File: config.mk
export PLATFORM = sky130hd
export DESIGN_NAME = fstk_regstack
export DESIGN_NICKNAME = d
export VERILOG_FILES = /design/src/rtl/fstk_pkg.sv /design/src/rtl/fstk_regfile.sv /design/src/rtl/fstk_tagctl.sv /design/src/rtl/fstk_regstack.sv
export SDC_FILE = /design/constraint.sdc
export NUM_CORES = 1
export LEC_CHECK = 0
export ABC_CLOCK_PERIOD_IN_PS = 5200
export BUFFER_PORTS_ARGS = -buffer_cell sky130_fd_sc_hd__buf_2
export CORE_MARGIN = 4
export CORE_UTILIZATION = 35
export DETAILED_ROUTE_END_ITERATION = 10
export GPL_TIMING_DRIVEN = 0
export SLEW_MARGIN = 30
export SYNTH_ARGS = -nofsm -noshare
export SYNTH_HDL_FRONTEND = slang
export SYNTH_SLANG_ARGS = --single-unit
File: constraint.sdc
create_clock -name clk -period 5.2 [get_ports clk]
set_input_delay 0.52 -clock clk [delete_from_list [all_inputs] [get_ports clk]]
set_output_delay 0.52 -clock clk [all_outputs]
set_load 0.02 [all_outputs]
File: src/rtl/fstk_pkg.sv
package fstk_pkg;
    localparam int unsigned SLOTS    = 8;
    localparam int unsigned DW       = 80;
    localparam int unsigned PW       = $clog2(SLOTS);
    localparam int unsigned TW       = 2 * SLOTS;
    localparam int unsigned SWW      = 16;
    localparam int unsigned TOP_LSB  = 11;
    localparam int unsigned INV_BIT  = 0;
    localparam int unsigned SFLT_BIT = 6;
    localparam int unsigned DIR_BIT  = 9;

    typedef logic [PW-1:0] ptr_t;
    typedef logic [DW-1:0] word_t;
    typedef logic [TW-1:0] tagw_t;
    typedef logic [1:0]    tag_t;

    localparam tag_t  TAG_VALID = 2'b00;
    localparam tag_t  TAG_EMPTY = 2'b11;
    localparam word_t NEG_QNAN  = word_t'({1'b1, 15'h7FFF, 2'b11, 62'h0});

    typedef enum logic [3:0] {
        CMD_NOP   = 4'd0,
        CMD_PUSH  = 4'd1,
        CMD_POP   = 4'd2,
        CMD_READ  = 4'd3,
        CMD_WRITE = 4'd4,
        CMD_FREE  = 4'd5,
        CMD_INC   = 4'd6,
        CMD_DEC   = 4'd7,
        CMD_INIT  = 4'd8
    } cmd_e;

    typedef struct packed {
        logic inv;
        logic sflt;
        logic dirn;
        ptr_t top;
    } stat_t;

    function automatic tag_t get_tag(tagw_t w, ptr_t s);
        return w[2*s +: 2];
    endfunction

    function automatic tagw_t put_tag(tagw_t w, ptr_t s, tag_t t);
        tagw_t r;
        r = w;
        for (int k = 0; k < SLOTS; k++) begin
            if (ptr_t'(k) == s) r[2*k +: 2] = t;
        end
        return r;
    endfunction

    function automatic logic [SWW-1:0] pack_status(stat_t s);
        logic [SWW-1:0] w;
        w = '0;
        w[INV_BIT]         = s.inv;
        w[SFLT_BIT]        = s.sflt;
        w[DIR_BIT]         = s.dirn;
        w[TOP_LSB +: PW]   = s.top;
        return w;
    endfunction
endpackage

File: src/rtl/fstk_regfile.sv
module fstk_regfile
    import fstk_pkg::*;
(
    input  logic  clk,
    input  logic  we,
    input  ptr_t  waddr,
    input  word_t wdata,
    input  ptr_t  raddr,
    output word_t rdata
);
    word_t slot_q [SLOTS];

    for (genvar k = 0; k < SLOTS; k++) begin : g_slot
        always_ff @(posedge clk) begin
            if (we && waddr == ptr_t'(k)) slot_q[k] <= wdata;
        end
    end

    assign rdata = slot_q[raddr];
endmodule

File: src/rtl/fstk_tagctl.sv
module fstk_tagctl
    import fstk_pkg::*;
(
    input  logic  clk,
    input  logic  rst,
    input  cmd_e  cmd,
    input  ptr_t  sel,
    output tagw_t tags,
    output stat_t stat,
    output logic  we,
    output ptr_t  waddr,
    output ptr_t  raddr,
    output logic  rd_empty
);
    tagw_t tags_q, tags_d;
    stat_t st_q, st_d;

    ptr_t push_slot, sel_slot;
    logic push_full;

    assign push_slot = st_q.top - 1'b1;
    assign sel_slot  = st_q.top + sel;
    assign raddr     = (cmd == CMD_POP) ? st_q.top : sel_slot;
    assign rd_empty  = get_tag(tags_q, raddr) == TAG_EMPTY;
    assign push_full = get_tag(tags_q, push_slot) != TAG_EMPTY;
    assign we        = (cmd == CMD_PUSH) || (cmd == CMD_WRITE);
    assign waddr     = (cmd == CMD_PUSH) ? push_slot : sel_slot;

    always_comb begin
        tags_d = tags_q;
        st_d   = st_q;
        case (cmd)
            CMD_PUSH: begin
                if (push_full) begin
                    st_d.inv  = 1'b1;
                    st_d.sflt = 1'b1;
                    st_d.dirn = 1'b1;
                end
                st_d.top = push_slot;
                tags_d   = put_tag(tags_q, push_slot, TAG_VALID);
            end
            CMD_POP: begin
                if (rd_empty) begin
                    st_d.inv  = 1'b1;
                    st_d.sflt = 1'b1;
                    st_d.dirn = 1'b0;
                end else begin
                    tags_d = put_tag(tags_q, st_q.top, TAG_EMPTY);
                end
                st_d.top = st_q.top + 1'b1;
            end
            CMD_READ: begin
                if (rd_empty) begin
                    st_d.inv  = 1'b1;
                    st_d.sflt = 1'b1;
                    st_d.dirn = 1'b0;
                end
            end
            CMD_WRITE: tags_d = put_tag(tags_q, sel_slot, TAG_VALID);
            CMD_FREE:  tags_d = put_tag(tags_q, sel_slot, TAG_EMPTY);
            CMD_INC:   st_d.top = st_q.top + 1'b1;
            CMD_DEC:   st_d.top = st_q.top - 1'b1;
            CMD_INIT: begin
                tags_d = '1;
                st_d   = '0;
            end
            default: ;
        endcase
    end

    always_ff @(posedge clk) begin
        if (rst) begin
            tags_q <= '1;
            st_q   <= '0;
        end else begin
            tags_q <= tags_d;
            st_q   <= st_d;
        end
    end

    assign tags = tags_q;
    assign stat = st_q;

    a_r1_init_clears: assert property (@(posedge clk) disable iff (rst)
        cmd == CMD_INIT |=> (tags_q == '1 && st_q == '0));
    a_r3_push_moves_top: assert property (@(posedge clk) disable iff (rst)
        cmd == CMD_PUSH |=> st_q.top == ptr_t'($past(st_q.top) - 1'b1));
    a_r4_overflow_flags: assert property (@(posedge clk) disable iff (rst)
        (cmd == CMD_PUSH && push_full) |=> (st_q.inv && st_q.sflt && st_q.dirn));
    a_r6_underflow_flags: assert property (@(posedge clk) disable iff (rst)
        (cmd == CMD_POP && rd_empty) |=> (st_q.inv && st_q.sflt && !st_q.dirn));
    a_r9_free_keeps_top: assert property (@(posedge clk) disable iff (rst)
        cmd == CMD_FREE |=> st_q.top == $past(st_q.top));
    a_r10_inc_keeps_tags: assert property (@(posedge clk) disable iff (rst)
        (cmd == CMD_INC || cmd == CMD_DEC) |=> $stable(tags_q));
    a_r11_sticky_flags: assert property (@(posedge clk) disable iff (rst)
        (st_q.inv && st_q.sflt && cmd != CMD_INIT) |=> (st_q.inv && st_q.sflt));
endmodule

File: src/rtl/fstk_regstack.sv
module fstk_regstack
    import fstk_pkg::*;
(
    input  logic            clk,
    input  logic            rst,
    input  logic [3:0]      cmd,
    input  logic [PW-1:0]   sel,
    input  logic [DW-1:0]   din,
    output logic [DW-1:0]   dout,
    output logic [TW-1:0]   tag_word,
    output logic [SWW-1:0]  status_word
);
    cmd_e  cmd_c;
    tagw_t tags;
    stat_t stat;
    logic  we, rd_empty;
    ptr_t  waddr, raddr;
    word_t rdata;

    assign cmd_c = cmd_e'(cmd);

    fstk_tagctl u_tagctl (
        .clk      (clk),
        .rst      (rst),
        .cmd      (cmd_c),
        .sel      (sel),
        .tags     (tags),
        .stat     (stat),
        .we       (we),
        .waddr    (waddr),
        .raddr    (raddr),
        .rd_empty (rd_empty)
    );

    fstk_regfile u_regfile (
        .clk   (clk),
        .we    (we),
        .waddr (waddr),
        .wdata (din),
        .raddr (raddr),
        .rdata (rdata)
    );

    assign dout        = rd_empty ? NEG_QNAN : rdata;
    assign tag_word    = tags;
    assign status_word = pack_status(stat);

    a_r5_pop_frees_slot: assert property (@(posedge clk) disable iff (rst)
        (cmd_c == CMD_POP && !rd_empty) |=> tag_word[2*$past(raddr) +: 2] == TAG_EMPTY);
endmodule

==> results.json, run 1 <==
{
  "run_status": "finished, final reports clean",
  "cp-end-kind": "output port",
  "worstMarginPinSlew_ns": 0.901,
  "synthArstFlopShare_pct": 0,
  "gp_congestion": 0.866,
  "slew_headroom_pct": 40.0,
  "crit_slowest_cell": "fa_1",
  "synth_seq_area_share_pct": 73.2,
  "initialDrtViolationCount": 2057,
  "grt.total_usage_pct": 19.0,
  "core-area_sq_um": 74900,
  "port_buffers": 187,
  "vdd_drop_max_v": 0.000224,
  "fill_cells": 6745,
  "htreeDepth": 3,
  "period_share_pct": 96.1,
  "fmax_mhz": 200,
  "netlist_area_sq_um": 26600,
  "pre_cts_ws_ns": 0.0746,
  "combPwrFrac_pct": 17.2,
  "crit_path_start_kind": "flip-flop",
  "num_rows": 100,
  "crit_family": "buffers and inverters",
  "rsz0062_at_grt": "false",
  "p_leak_nw": 11.6,
  "fin_area_sq_um": 32300,
  "place_hpwl_mm": 52.4,
  "die_y_um": 284,
  "clk_latency_ns": 0.60,
  "drive_above_1_share_pct": 16.7,
  "grt_pass1_wl_mm": 116,
  "intPower_mw": 9.30,
  "ctsRootBufferMaster": "clkbuf_16",
  "cts.sinks": 653,
  "path_max_fanout": 10,
  "hold_viol": 0,
  "cp.required_ns": 4.68,
  "cts_made_buffers": 71,
  "drv_cap": 0,
  "p_total_mw": 12.9,
  "fin_worst_skew_ns": 0.0281,
  "antenna_found_initial": 17,
  "ys_types": 56,
  "die_width_um": 284,
  "fin_util_pct": 43.1,
  "power.switching_mw": 3.64,
  "fin_tns_setup_ns": 0,
  "avgSynthCellArea_sq_um": 12.4,
  "post-route-min-period_ns": 5.00,
  "num_io_pins": 201,
  "pwr-share-seq_pct": 45.5,
  "yosysWarnings": 0,
  "synthTopCellsByArea": "edfxtp_1 (72%), nand2_1 (9.3%), nand3_1 (7.7%), a21oi_1 (1.5%), clkbuf_1 (1.3%)",
  "place_area_sq_um": 30000,
  "drv_slew": 0,
  "area_delta_synth_final_pct": 21.4,
  "finalSetupViolations": 0,
  "wl_mm": 79.4,
  "grt-ovfl-total": 0,
  "critPathBufInv": 6,
  "p_clk_share_pct": 37.3,
  "ant_nets": 0,
  "sw_frac_of_total_pct": 28.1,
  "hold_path.class": "primary input to flip-flop",
  "synthCells": 2152,
  "grt_pass1_vias": 17961,
  "synth_largest_area_cell": "edfxtp_1",
  "cp_data_arrival_time_ns": 4.48,
  "firstDrtPassIters": 6,
  "clk_pin_slew_ns": 0.07,
  "slowest_delay_ns": 0.56,
  "via_per_inst": 5.31,
  "nets": 2561,
  "post_cts_hold_buffer_count": 0,
  "cts.path.max_buffers": 3,
  "num_vias": 18565,
  "drt_drc_violations_left": 0,
  "critical_path.cell_chain": "inv_1, fa_1, clkbuf_1, inv_1, mux2i_4, clkbuf_4, buf_2, nand2_1, nand3_1, nand3_1, a21oi_1, buf_2",
  "synth-edff-count": 640,
  "power-per-cell-area_nw_per_um2": 401,
  "wl_per_cell_um": 22.7,
  "initial_core_util_pct": 35.5,
  "die-area_sq_um": 80500,
  "synth_top_area_share_pct": 72.2,
  "worstSetupPathType": "flip-flop to output port",
  "synth_seq_cells": 653,
  "grt_start_max_net_pins": 20,
  "layout_setup_ws_ns": 0.203,
  "cts_tree": "built",
  "yosys_most_used_dff": "edfxtp_1"
}
flip-flops by register name, summed over array words and instances (netlist names):
| signal | count |
|---|---|
| u_regfile.slot_q | 640 |
| u_tagctl.stat | 5 |
| u_tagctl.tags | 8 |
metal layers:
metal	up-vias	track usage (%)	wire length (um)
met5	-	0	39
met4	6	5.26	1510
met3	99	4.14	7020
met2	809	31.5	37800
met1	9213	25.5	33100
li1	8438	-	-
final cells by class:
class,instances,area (sq um),area share [%]
clock inverter,35,294,0.910
antenna,10,25.0,0.0774
buffer,163,772,2.39
inverter,9,33.8,0.105
clock buffer,95,1930,5.97
sequential,653,19500,60.3
timing repair buffer,229,2060,6.39
tap,969,1210,3.75
multi-input combinational,1336,6500,20.1
repair_timing:
action,CTS,global route
buffers inserted,2,0
gates resized for setup,19,8
endpoints found under the setup margin,80,53
pin swaps,1,0
hold endpoints to repair,0,0
cell usage after synthesis (2+ instances only):
cell type / number
edfxtp_1: 640
a21o_1: 2
nor2b_1: 2
a32oi_1: 3
mux2_2: 3
clkbuf_1: 90
buf_4: 23
nor4_1: 3
nand2_1: 658
o31ai_1: 2
a311oi_1: 19
xnor2_1: 5
o21ai_0: 4
nor2_1: 28
nor3_1: 7
mux4_2: 3
buf_2: 30
and3_1: 20
ha_1: 8
inv_1: 8
or3_1: 2
nand3_1: 412
a31oi_1: 7
or2_2: 2
a221o_1: 6
a21oi_1: 80
a41oi_1: 2
a311o_1: 18
mux2i_1: 4
a22oi_1: 3
dfxtp_1: 13
buf_1: 20
nand2b_1: 2
through the flow:
| step | std cells | hold WS, ns |
|---|---|---|
| floorplan | 2161 | 0.619 |
| finish | 3499 | 0.180 |
| detailed placement | 3357 | 0.518 |
| global route | 3491 | 0.170 |
| global placement | 3317 | 0.506 |
| CTS | 3489 | 0.143 |
cells by family (layout without fill, tap and decap cells):
logic type      count (synthesis)  in the layout  synth area share [%]
compound gates                158            158                  4.01
simple gates                 1138           1138                  18.3
xor+xnor                        9              9                 0.432
fa+ha+maj                       9              9                 0.451
flops                         653            653                  73.2
other cells                     1             20                0.0141
mux                            12             12                 0.668
buf+inv                       172            531                  2.89
power by group through the flow:
stage,Sequential (mW),Clock [mW],Combinational (mW)
floorplan,6.01,0,1.25
detailed placement,6.00,0,2.20
CTS,5.89,4.92,2.23
global placement,6.01,0,2.11
global route,5.89,5.14,2.41
finish,5.89,4.83,2.23
path summary, 6_finish.rpt:
kind / slack, ns / start / endpoint / depth (start not counted)
worst max-delay path: 0.20 / u_tagctl.stat[1]$_SDFFE_PP0P_ / dout[8] / 12
worst min-delay path: 0.18 / din[39] / u_regfile.slot_q[2][39]$_DFFE_PP_ / 1
worst max register to register: 1.51 / u_tagctl.stat[1]$_SDFFE_PP0P_ / u_regfile.slot_q[2][22]$_DFFE_PP_ / 9
worst min register to register: 0.54 / u_tagctl.stat[5]$_SDFFE_PP0P_ / u_tagctl.stat[5]$_SDFFE_PP0P_ / 1
layout by cell type, fill, tap and decap left out, types with 14 or more instances in the layout:
| cell | count |
|---|---|
| buf_1 | 14 |
| nand3_1 | 412 |
| nor2_1 | 20 |
| clkbuf_16 | 74 |
| and3_1 | 20 |
| a311oi_1 | 19 |
| clkinv_1 | 17 |
| clkbuf_2 | 14 |
| clkbuf_1 | 97 |
| buf_16 | 40 |
| buf_2 | 220 |
| a21oi_1 | 77 |
| a311o_1 | 18 |
| buf_4 | 24 |
| nand2_1 | 658 |
| edfxtp_1 | 640 |
Note: power is estimated with default switching activity, not from simulation.
==> run 2, diff against run 1 <==
--- a/config.mk
+++ b/config.mk
@@ -6,10 +6,10 @@
 export NUM_CORES = 1
 export LEC_CHECK = 0
 export ABC_CLOCK_PERIOD_IN_PS = 5200
-export BUFFER_PORTS_ARGS = -buffer_cell sky130_fd_sc_hd__buf_2
 export CORE_MARGIN = 4
 export CORE_UTILIZATION = 35
 export DETAILED_ROUTE_END_ITERATION = 10
+export DONT_BUFFER_PORTS = 1
 export GPL_TIMING_DRIVEN = 0
 export SLEW_MARGIN = 30
 export SYNTH_ARGS = -nofsm -noshare
==> results.json, run 2 (synthesized netlist as in run 1, its figures left out) <==
{
  "run_status": "finished, final reports clean",
  "cts_tree": "built",
  "wl_per_cell_um": 23.2,
  "wl_mm": 78.6,
  "drive_above_1_share_pct": 12.2,
  "area_delta_synth_final_pct": 22.0,
  "power-per-cell-area_nw_per_um2": 401,
  "ant_nets": 0,
  "core-area_sq_um": 74900,
  "largest_register_ffs": 640,
  "firstDrtPassIters": 5,
  "crit_slowest_cell": "clkbuf_2",
  "die_y_um": 284,
  "fmax_mhz": 201,
  "nets": 2454,
  "dpl.cell_count": 3170,
  "rsz0062_at_grt": "false",
  "cp-end-kind": "output port",
  "layout_commonest_cell": "nand2_1",
  "grt_pass1_vias": 17944,
  "port_buffers": 0,
  "grt_pass1_wl_mm": 116,
  "num_io_pins": 201,
  "antenna_found_initial": 5,
  "slowest_delay_ns": 0.59,
  "cts.path.max_buffers": 3,
  "p_total_mw": 13.0,
  "initial_core_util_pct": 35.5,
  "period_share_pct": 95.5,
  "hold_path.class": "primary input to flip-flop",
  "clk_pin_slew_ns": 0.06,
  "die_width_um": 284,
  "p_leak_nw": 11.2,
  "gp_congestion": 0.862,
  "critical_path.cell_chain": "ha_1, inv_1, fa_1, clkbuf_1, mux2i_4, clkbuf_2, clkbuf_1, nand2_1, nand3_1, nand3_1, a21oi_1",
  "cts.sinks": 653,
  "drv_slew": 0,
  "die-area_sq_um": 80500,
  "drv_cap": 0,
  "worstSetupPathType": "flip-flop to output port",
  "via_per_inst": 5.31,
  "clk_latency_ns": 0.61,
  "post-route-min-period_ns": 4.97,
  "place_hpwl_mm": 51.8,
  "finalSetupViolations": 0,
  "worstMarginPinSlew_ns": 0.937,
  "grt.total_usage_pct": 18.9,
  "ctsRootBufferMaster": "clkbuf_16",
  "slew_headroom_pct": 37.6,
  "initialDrtViolationCount": 1754,
  "cp.required_ns": 4.68,
  "drt_drc_violations_left": 0,
  "cp_data_arrival_time_ns": 4.45,
  "cts_made_buffers": 71,
  "num_vias": 17974,
  "grt_start_max_net_pins": 21,
  "hold_viol": 0,
  "fin_cells": 3387,
  "num_rows": 100,
  "vdd_drop_max_v": 0.000221,
  "regMostFlops": "u_regfile.slot_q",
  "path_max_fanout": 10,
  "grt-ovfl-total": 0,
  "htreeDepth": 3,
  "fin_worst_skew_ns": 0.0193,
  "final_cell_mix": "nand2_1 (658), edfxtp_1 (640), nand3_1 (412), clkbuf_1 (92), dlygate4sd3_1 (80)",
  "crit_path_start_kind": "flip-flop"
}
-- run 2: cell count changes in the layout (fill, tap and decap cells not counted), moves of 3 or more --
| cell | before | now |
|---|---|---|
| diode_2 | 10 | 7 |
| a21oi_2 | 3 | 46 |
| clkinv_1 | 17 | 11 |
| clkbuf_1 | 97 | 92 |
| a21oi_4 | 0 | 11 |
| dlygate4sd3_1 | 0 | 80 |
| clkinv_2 | 5 | 15 |
| a21oi_1 | 77 | 23 |
| buf_2 | 220 | 32 |
| clkinvlp_4 | 5 | 2 |
-- run 2: power by group --
group | leakage [nW] | internal (mW) | switching [mW]
logic | 4.19 | 0.584 | 1.63
clock network | 1.12 | 2.86 | 2.04
registers | 5.87 | 5.86 | 0.0380
-- run 2: worst max-delay path, delay by kind of cell, from the launching register on --
kind / cells / cell delay [ns]
AND/OR/NAND/NOR: 3 / 0.31
AO/OA/AOI/OAI: 1 / 0.46
flip-flops: 1 / 0.54
adder cells (fa/ha/maj): 2 / 0.66
buffers and inverters: 4 / 1.43
multiplexers: 1 / 0.43
-- run 2: worst paths after layout --
kind / to / cells after the start / slack [ns] / start
max: dout[38] / 11 / 0.23 / u_tagctl.stat[0]$_SDFFE_PP0P_
min: u_tagctl.stat[5]$_SDFFE_PP0P_ / 2 / 0.18 / rst
max reg2reg: u_regfile.slot_q[7][34]$_DFFE_PP_ / 11 / 1.03 / u_tagctl.stat[0]$_SDFFE_PP0P_
min reg2reg: u_tagctl.stat[5]$_SDFFE_PP0P_ / 1 / 0.68 / u_tagctl.stat[5]$_SDFFE_PP0P_
-- run 2: cell type report --
class,count,area (sq um)
Fill cell,6664,42500
Sequential cell,653,19500
Multi-Input combinational cell,1336,6790
Timing Repair Buffer,122,1900
Clock buffer,86,1850
Tap cell,969,1210
Buffer,163,762
Clock inverter,42,420
Inverter,9,33.8
Antenna cell,7,17.5
-- run 2: stage by stage --
| stage | cell area (sq um) | setup slack (ns) | hold slack, ns | setup TNS (ns) | utilization [%] |
|---|---|---|---|---|---|
| CTS | 32200 | 0.0202 | 0.133 | 0 | 43.0 |
| detailed placement | 29000 | -0.306 | 0.619 | -4.91 | 38.7 |
| global route | 32500 | 0.00230 | 0.170 | 0 | 43.3 |
| finish | 32500 | 0.234 | 0.182 | 0 | 43.3 |
| floorplan | 26700 | -0.402 | 0.619 | -127.96 | - |
| global placement | 27900 | -4.38 | 0.619 | -1920.50 | 37.2 |
-- run 2: layer usage --
metal	vias up	wire, um	global-route usage [%]
li1	8199	-	-
met1	8928	31900	24.2
met4	0	1920	5.76
met5	-	0	0
met2	741	37500	31.5
met3	106	7220	5.20
-- run 2: timing repair --
| action | CTS | global route |
|---|---|---|
| pin swaps | 1 | 0 |
| setup buffers | 2 | 0 |
| endpoints found under the hold margin | 640 | 0 |
| resized for setup | 33 | 54 |
| setup endpoints to repair | 80 | 56 |
| hold buffers | 80 | 0 |
